==> src/rtl/psu_guard_pkg.sv <==
package psu_guard_pkg;
  typedef enum logic [1:0] {
    ST_IDLE  = 2'd0,
    ST_RUN   = 2'd1,
    ST_FAULT = 2'd2
  } guard_state_t;

  localparam int unsigned NUM_TRIPS = 6;
  localparam int unsigned CODE_W    = 3;

  // trip index i reports code i+1
  localparam logic [CODE_W-1:0] FC_NONE      = 3'd0;
  localparam logic [CODE_W-1:0] FC_VCC_OVP   = 3'd1;
  localparam logic [CODE_W-1:0] FC_FB_OVP    = 3'd2;
  localparam logic [CODE_W-1:0] FC_FB_UVP    = 3'd3;
  localparam logic [CODE_W-1:0] FC_CS_HOT    = 3'd4;
  localparam logic [CODE_W-1:0] FC_OVERLOAD  = 3'd5;
  localparam logic [CODE_W-1:0] FC_BROWNOUT  = 3'd6;
endpackage

==> src/rtl/pg_persist_filter.sv <==
module pg_persist_filter #(
  parameter int unsigned LIMIT = 8
) (
  input  logic clk,
  input  logic rst,
  input  logic en,
  input  logic step,
  input  logic window,
  input  logic flag,
  output logic trip
);
  localparam int unsigned CW = $clog2(LIMIT + 1);
  localparam logic [CW-1:0] LIM = CW'(LIMIT);

  logic [CW-1:0] cnt;

  always_ff @(posedge clk) begin
    if (rst || !en) begin
      cnt <= '0;
    end else if (window && !flag) begin
      cnt <= '0;
    end else if (window && flag && step && cnt != LIM) begin
      cnt <= cnt + 1'b1;
    end
  end

  assign trip = (cnt == LIM);

  assert_count_bounded_R8: assert property (@(posedge clk) disable iff (rst)
    cnt <= LIM);

  assert_release_clears_R8: assert property (@(posedge clk) disable iff (rst)
    (window && !flag) |=> (cnt == '0));
endmodule

==> src/rtl/pg_softstart.sv <==
module pg_softstart #(
  parameter int unsigned SS_MS = 5
) (
  input  logic clk,
  input  logic rst,
  input  logic run,
  input  logic ms_tick,
  output logic active
);
  localparam int unsigned CW = $clog2(SS_MS + 1);
  localparam logic [CW-1:0] LIM = CW'(SS_MS);

  logic [CW-1:0] cnt;

  always_ff @(posedge clk) begin
    if (rst || !run) begin
      cnt <= '0;
    end else if (ms_tick && cnt != LIM) begin
      cnt <= cnt + 1'b1;
    end
  end

  assign active = run && (cnt != LIM);

  assert_ss_bounded_R9: assert property (@(posedge clk) disable iff (rst)
    cnt <= LIM);
endmodule

==> src/rtl/pg_trip_arbiter.sv <==
module pg_trip_arbiter
  import psu_guard_pkg::*;
(
  input  logic [NUM_TRIPS-1:0] trips,
  output logic                 any_trip,
  output logic [CODE_W-1:0]    code
);
  always_comb begin
    code = FC_NONE;
    for (int i = NUM_TRIPS - 1; i >= 0; i--) begin
      if (trips[i]) code = CODE_W'(i + 1);
    end
  end

  assign any_trip = |trips;

  always_comb begin
    if (any_trip) assert_code_nonzero_R13: assert (code != FC_NONE);
  end
endmodule

==> src/rtl/psu_guard.sv <==
module psu_guard
  import psu_guard_pkg::*;
#(
  parameter int unsigned CYC_DEBOUNCE = 8,
  parameter int unsigned SS_MS        = 5,
  parameter int unsigned OLP_MS       = 80,
  parameter int unsigned BNO_MS       = 60
) (
  input  logic       clk,
  input  logic       rst,
  input  logic       cycle_tick,
  input  logic       ms_tick,
  input  logic       gate_off,
  input  logic       vcc_above_on,
  input  logic       vcc_below_off,
  input  logic       vcc_ovp,
  input  logic       fb_ovp,
  input  logic       fb_uvp,
  input  logic       cs_hot,
  input  logic       comp_high,
  input  logic       line_brownin,
  input  logic       line_brownout,
  output logic       sw_en,
  output logic       soft_start,
  output logic [2:0] fault_code
);
  localparam int unsigned LIMS [NUM_TRIPS] =
    '{CYC_DEBOUNCE, CYC_DEBOUNCE, 1, CYC_DEBOUNCE, OLP_MS, BNO_MS};

  guard_state_t          state;
  logic [CODE_W-1:0]     code_q;
  logic                  running;
  logic                  ss_active;
  logic [NUM_TRIPS-1:0]  flag_v, win_v, step_v, trip_v;
  logic                  any_trip;
  logic [CODE_W-1:0]     arb_code;
  logic                  start_ok;

  assign running = (state == ST_RUN);

  pg_softstart #(.SS_MS(SS_MS)) u_ss (
    .clk(clk), .rst(rst), .run(running), .ms_tick(ms_tick), .active(ss_active)
  );

  // per-source flag, sampling window and counting strobe
  assign flag_v = {line_brownout, comp_high, cs_hot, fb_uvp, fb_ovp, vcc_ovp};
  assign win_v  = {1'b1, ~ss_active, gate_off, gate_off, gate_off, 1'b1};
  assign step_v = {ms_tick, ms_tick, cycle_tick, 1'b1, cycle_tick, cycle_tick};

  for (genvar g = 0; g < NUM_TRIPS; g++) begin : g_filt
    pg_persist_filter #(.LIMIT(LIMS[g])) u_filt (
      .clk(clk), .rst(rst), .en(running),
      .step(step_v[g]), .window(win_v[g]), .flag(flag_v[g]),
      .trip(trip_v[g])
    );
  end

  pg_trip_arbiter u_arb (.trips(trip_v), .any_trip(any_trip), .code(arb_code));

  assign start_ok = vcc_above_on && !vcc_below_off && line_brownin;

  always_ff @(posedge clk) begin
    if (rst) begin
      state  <= ST_IDLE;
      code_q <= FC_NONE;
    end else begin
      case (state)
        ST_IDLE: begin
          if (start_ok) begin
            state  <= ST_RUN;
            code_q <= FC_NONE;
          end
        end
        ST_RUN: begin
          if (vcc_below_off) begin
            state <= ST_IDLE;
          end else if (any_trip) begin
            state  <= ST_FAULT;
            code_q <= arb_code;
          end
        end
        ST_FAULT: begin
          if (vcc_below_off) state <= ST_IDLE;
        end
        default: state <= ST_IDLE;
      endcase
    end
  end

  assign sw_en      = running;
  assign soft_start = ss_active;
  assign fault_code = code_q;

  assert_start_gated_R2: assert property (@(posedge clk) disable iff (rst)
    $rose(sw_en) |-> $past(vcc_above_on && line_brownin));

  assert_uvlo_stops_R3: assert property (@(posedge clk) disable iff (rst)
    (running && vcc_below_off) |=> (!sw_en && $stable(fault_code)));

  assert_ss_within_run_R9: assert property (@(posedge clk) disable iff (rst)
    soft_start |-> sw_en);

  assert_fault_holds_R12: assert property (@(posedge clk) disable iff (rst)
    (state == ST_FAULT && !vcc_below_off) |=>
      (state == ST_FAULT && !sw_en && $stable(fault_code)));
endmodule

==> config.mk <==
export PLATFORM = sky130hd
export DESIGN_NAME = psu_guard
export DESIGN_NICKNAME = d
export VERILOG_FILES = /design/src/rtl/psu_guard_pkg.sv /design/src/rtl/pg_persist_filter.sv /design/src/rtl/pg_softstart.sv /design/src/rtl/pg_trip_arbiter.sv /design/src/rtl/psu_guard.sv
export SDC_FILE = /design/constraint.sdc
export NUM_CORES = 1
export LEC_CHECK = 0
export ABC_AREA = 0
export BUFFER_PORTS_ARGS = -buffer_cell sky130_fd_sc_hd__buf_2
export CORE_MARGIN = 2
export CORE_UTILIZATION = 57
export DETAILED_ROUTE_END_ITERATION = 12
export GPL_TIMING_DRIVEN = 0
export PLACE_DENSITY = 0.88
export SLEW_MARGIN = 20
export SYNTH_ARGS = -nofsm -noshare
export SYNTH_HDL_FRONTEND = slang
export SYNTH_SLANG_ARGS = --single-unit
==> constraint.sdc <==
create_clock -name clk -period 2 [get_ports clk]
set_input_delay 0.1 -clock clk [delete_from_list [all_inputs] [get_ports clk]]
set_output_delay 0.1 -clock clk [all_outputs]
set_load 0.05 [all_outputs]
==> metrics.txt <==
status=complete, no violations; combinational fraction of design power=6.2%; final hold vios=0; Via density=5.41; global route total overflow=0; Die X-Extent=59.7 um; Top FF cell, synth=sky130_fd_sc_hd__dfxtp_1; sequential share of the synthesized area=38.4%; Sum Neg Setup Slack=0 ns; number of antenna diodes=0; fraction of power spent switching nets=24.2%; Post-synth EDFFs=0; crit-path max FO=5; setup skew after layout=0.00999 ns; Worst setup EP type=flop; number of global-route vias before repair=1320; Critical Path Start=g_filt[1].u_filt.cnt[0]; layout cells sized above 1=16.6%; DRC violation count after routing=0; Design Area, Final=0.00197 mm^2; maximum number of pins on one net before global-route repair=11; Int Power=0.878 mW; worst endpoint required time=2.27 ns; Synth-to-Final Area Change=11.4%; DP Area=0.00190 mm^2; clock share of power=35.0%; Setup-failing EPs final=0; Clock Pin Slew Worst Setup and Hold Paths=0.11 ns; num rows=20; share of Yosys cell area claimed by the top area cell type=38.4%; final period utilization=92.0%; combined area of all synthesized cells=0.00177 mm^2; Worst Hold Class=primary input to flop; kind of launch point of the worst setup path=flop; pwr dens=587 mW/mm^2; Max-Slew Margin vs Limit=61.3%; leading cell type in the layout, fill and taps excluded=sky130_fd_sc_hd__dfxtp_1; first-pass GRT wire length=5290 um; final-report max-slew violation count=0; Layout fillers=257; nets@finish=248; total routed wirelength=3200 um; synthesized net count=222; most area-hungry cell type in the Yosys netlist=sky130_fd_sc_hd__dfxtp_1; buffers from clock root to sink, at most=2; Boundary Pins=19; slowest stage cell, crit path=sky130_fd_sc_hd__dfxtp_1; Synth cell types=41; RSZ-0062 raised after global routing=false; Port Buffers=18; Antenna Violating Nets Remaining=0; final worst slack=0.160 ns; starting utilization of the core area=59.0%; leakage power=0.757 nW; die area=0.00357 mm^2; via count of the routed design=1384; level count of the clock H-tree=2; Resize count post-CTS=0; final worst path period need=1.84 ns; Max Freq=543 MHz; clock sink count=34; series of cell instances along the critical path=inv_1 -> ha_1 -> and3b_4 -> a311oi_4 -> nand3_2 -> mux2_4 -> nor4_4; Die H=59.7 um; portion of total power attributed to sequential cells=58.8%; power dissipated by switching net loads=0.280 mW; #FFs+latches synth=34; routed len/inst=12.5 um; antenna violations before repair=0; Cell Count Post-Placement=247; proportion of register bits with asynchronous set or reset after synthesis=0%; Synth Instances=196; largest cells by area after synthesis=sky130_fd_sc_hd__dfxtp_1 (38%), sky130_fd_sc_hd__ha_1 (8.5%), sky130_fd_sc_hd__xor2_1 (6.4%); synthesized area per cell=9.03 um^2; data arrival time of the critical path=2.11 ns; GRT Total Usage=20.1%; reg2reg start=g_filt[1].u_filt.cnt[0]; minimum setup slack after placement=0.183 ns; First-pass DRT Iterations=4; TritonCTS clock tree=done; standard cell core area=0.00300 mm^2; most frequent cells in the layout=sky130_fd_sc_hd__dfxtp_1 (34), sky130_fd_sc_hd__nor2_1 (29), sky130_fd_sc_hd__nand2_1 (18), sky130_fd_sc_hd__buf_2 (18), sky130_fd_sc_hd__inv_1 (15); weighted congestion reported at the end of routability-driven placement=0.761; estimated wirelength of the detail-placed design=2520 um; number of maximum-capacitance violations=0; class of the most critical setup path=flop to flop; Worst Max-Slew Pin Slew=0.573 ns; number of clock buffers inserted by TritonCTS=5; Max IR drop VDD=0.345 mV; Worst Min Path Start=fb_uvp; Yosys warnings=0; delay of the slowest cell on the worst path=0.41 ns; number of standard cells in the layout, taps in and fillers out=256; Core Util, Final=65.7%; drt first-iter violations=41; buffer type at the clock tree root=sky130_fd_sc_hd__clkbuf_4; Worst-Skew Late Latency=0.35 ns
==> cells in the mapped netlist (all sizes together) (2+ instances only) <==
master and instances:
ha 12, xnor2 8, and3 2, dfxtp 34, a21oi 11, inv 16
xor2 13, nand3b 2, o21ai 5, nand4 8, and3b 2, nand3 6
mux2i 4, nand2b 4, a41oi 2, nand2 18, nor3 2, a311oi 2
nor2 29, nor2b 2
==> per-layer routing <==
metal / GRT usage (%) / up-vias / share of wire (%)
met3: 4.55 / 11 / 2.9
met4: 14.0 / 0 / 3.2
met5: 0 / - / 0
met1: 22.2 / 635 / 45
li1: - / 722 / -
met2: 33.9 / 16 / 49
==> cell families after synthesis <==
group	after synthesis	synth area share (%)
buffers and inverters	17	3.60
AOI/OAI and AO/OA	24	11.2
and+or+nand+nor	83	24.8
xor gates and xnor gates	21	10.4
adders and majority gates	12	8.48
muxes	5	3.11
DFF	34	38.4
==> power by group through the flow <==
stage,logic [mW],clock network (mW),registers (mW)
floorplan,0.0419,0,0.696
global route,0.0792,0.429,0.681
global placement,0.0690,0,0.696
finish,0.0719,0.405,0.681
CTS,0.0721,0.413,0.681
detailed placement,0.0705,0,0.696
==> state kept, by name (all words and copies together), names as in the netlist <==
signal / flops
g_filt.u_filt.trip: 1
state: 2
fault_code: 3
u_ss.cnt: 3
g_filt.u_filt.cnt: 25
==> final timing paths <==
check,slack (ns),to,depth (start not counted)
worst max-delay path,0.16,state[0],7
worst max register to register,0.16,state[0],7
worst min-delay path,0.005,g_filt[2].u_filt.trip,3
worst min register to register,0.48,fault_code[1],2
==> layout make-up <==
class                      instances  area [um^2]  share of cell area [%]
tap                               33         41.3                    2.09
clock inverter                     1         5.00                   0.254
sequential                        34          681                    34.5
buffer                             1         3.75                   0.190
inverter                          16         60.1                    3.05
clock buffer                       7         55.1                    2.79
multi-input combinational        145         1030                    52.0
timing repair buffer              19          100                    5.08
==> through the flow <==
step / total power [mW] / hold slack [ns]
global route: 1.19 / 0.0194
detailed placement: 0.767 / 0.344
CTS: 1.17 / 0.00445
finish: 1.16 / 0.00477
global placement: 0.765 / 0.343
floorplan: 0.738 / 0.169
==> worst max-delay path, delay by kind of cell, from the launching register on <==
family                   cells  cell delay (ns)
AND/OR/NAND/NOR              3             0.46
flip-flops                   1             0.41
AO/OA/AOI/OAI                1             0.33
multiplexers                 1             0.29
adder cells (fa/ha/maj)      1             0.19
buffers and inverters        1             0.07
==> what timing repair did <==
item	in CTS	in global routing
buffers inserted	0	0
hold buffers	1	0
hold endpoints to repair	2	0
No activity file was read; power rests on OpenSTA's default activity.
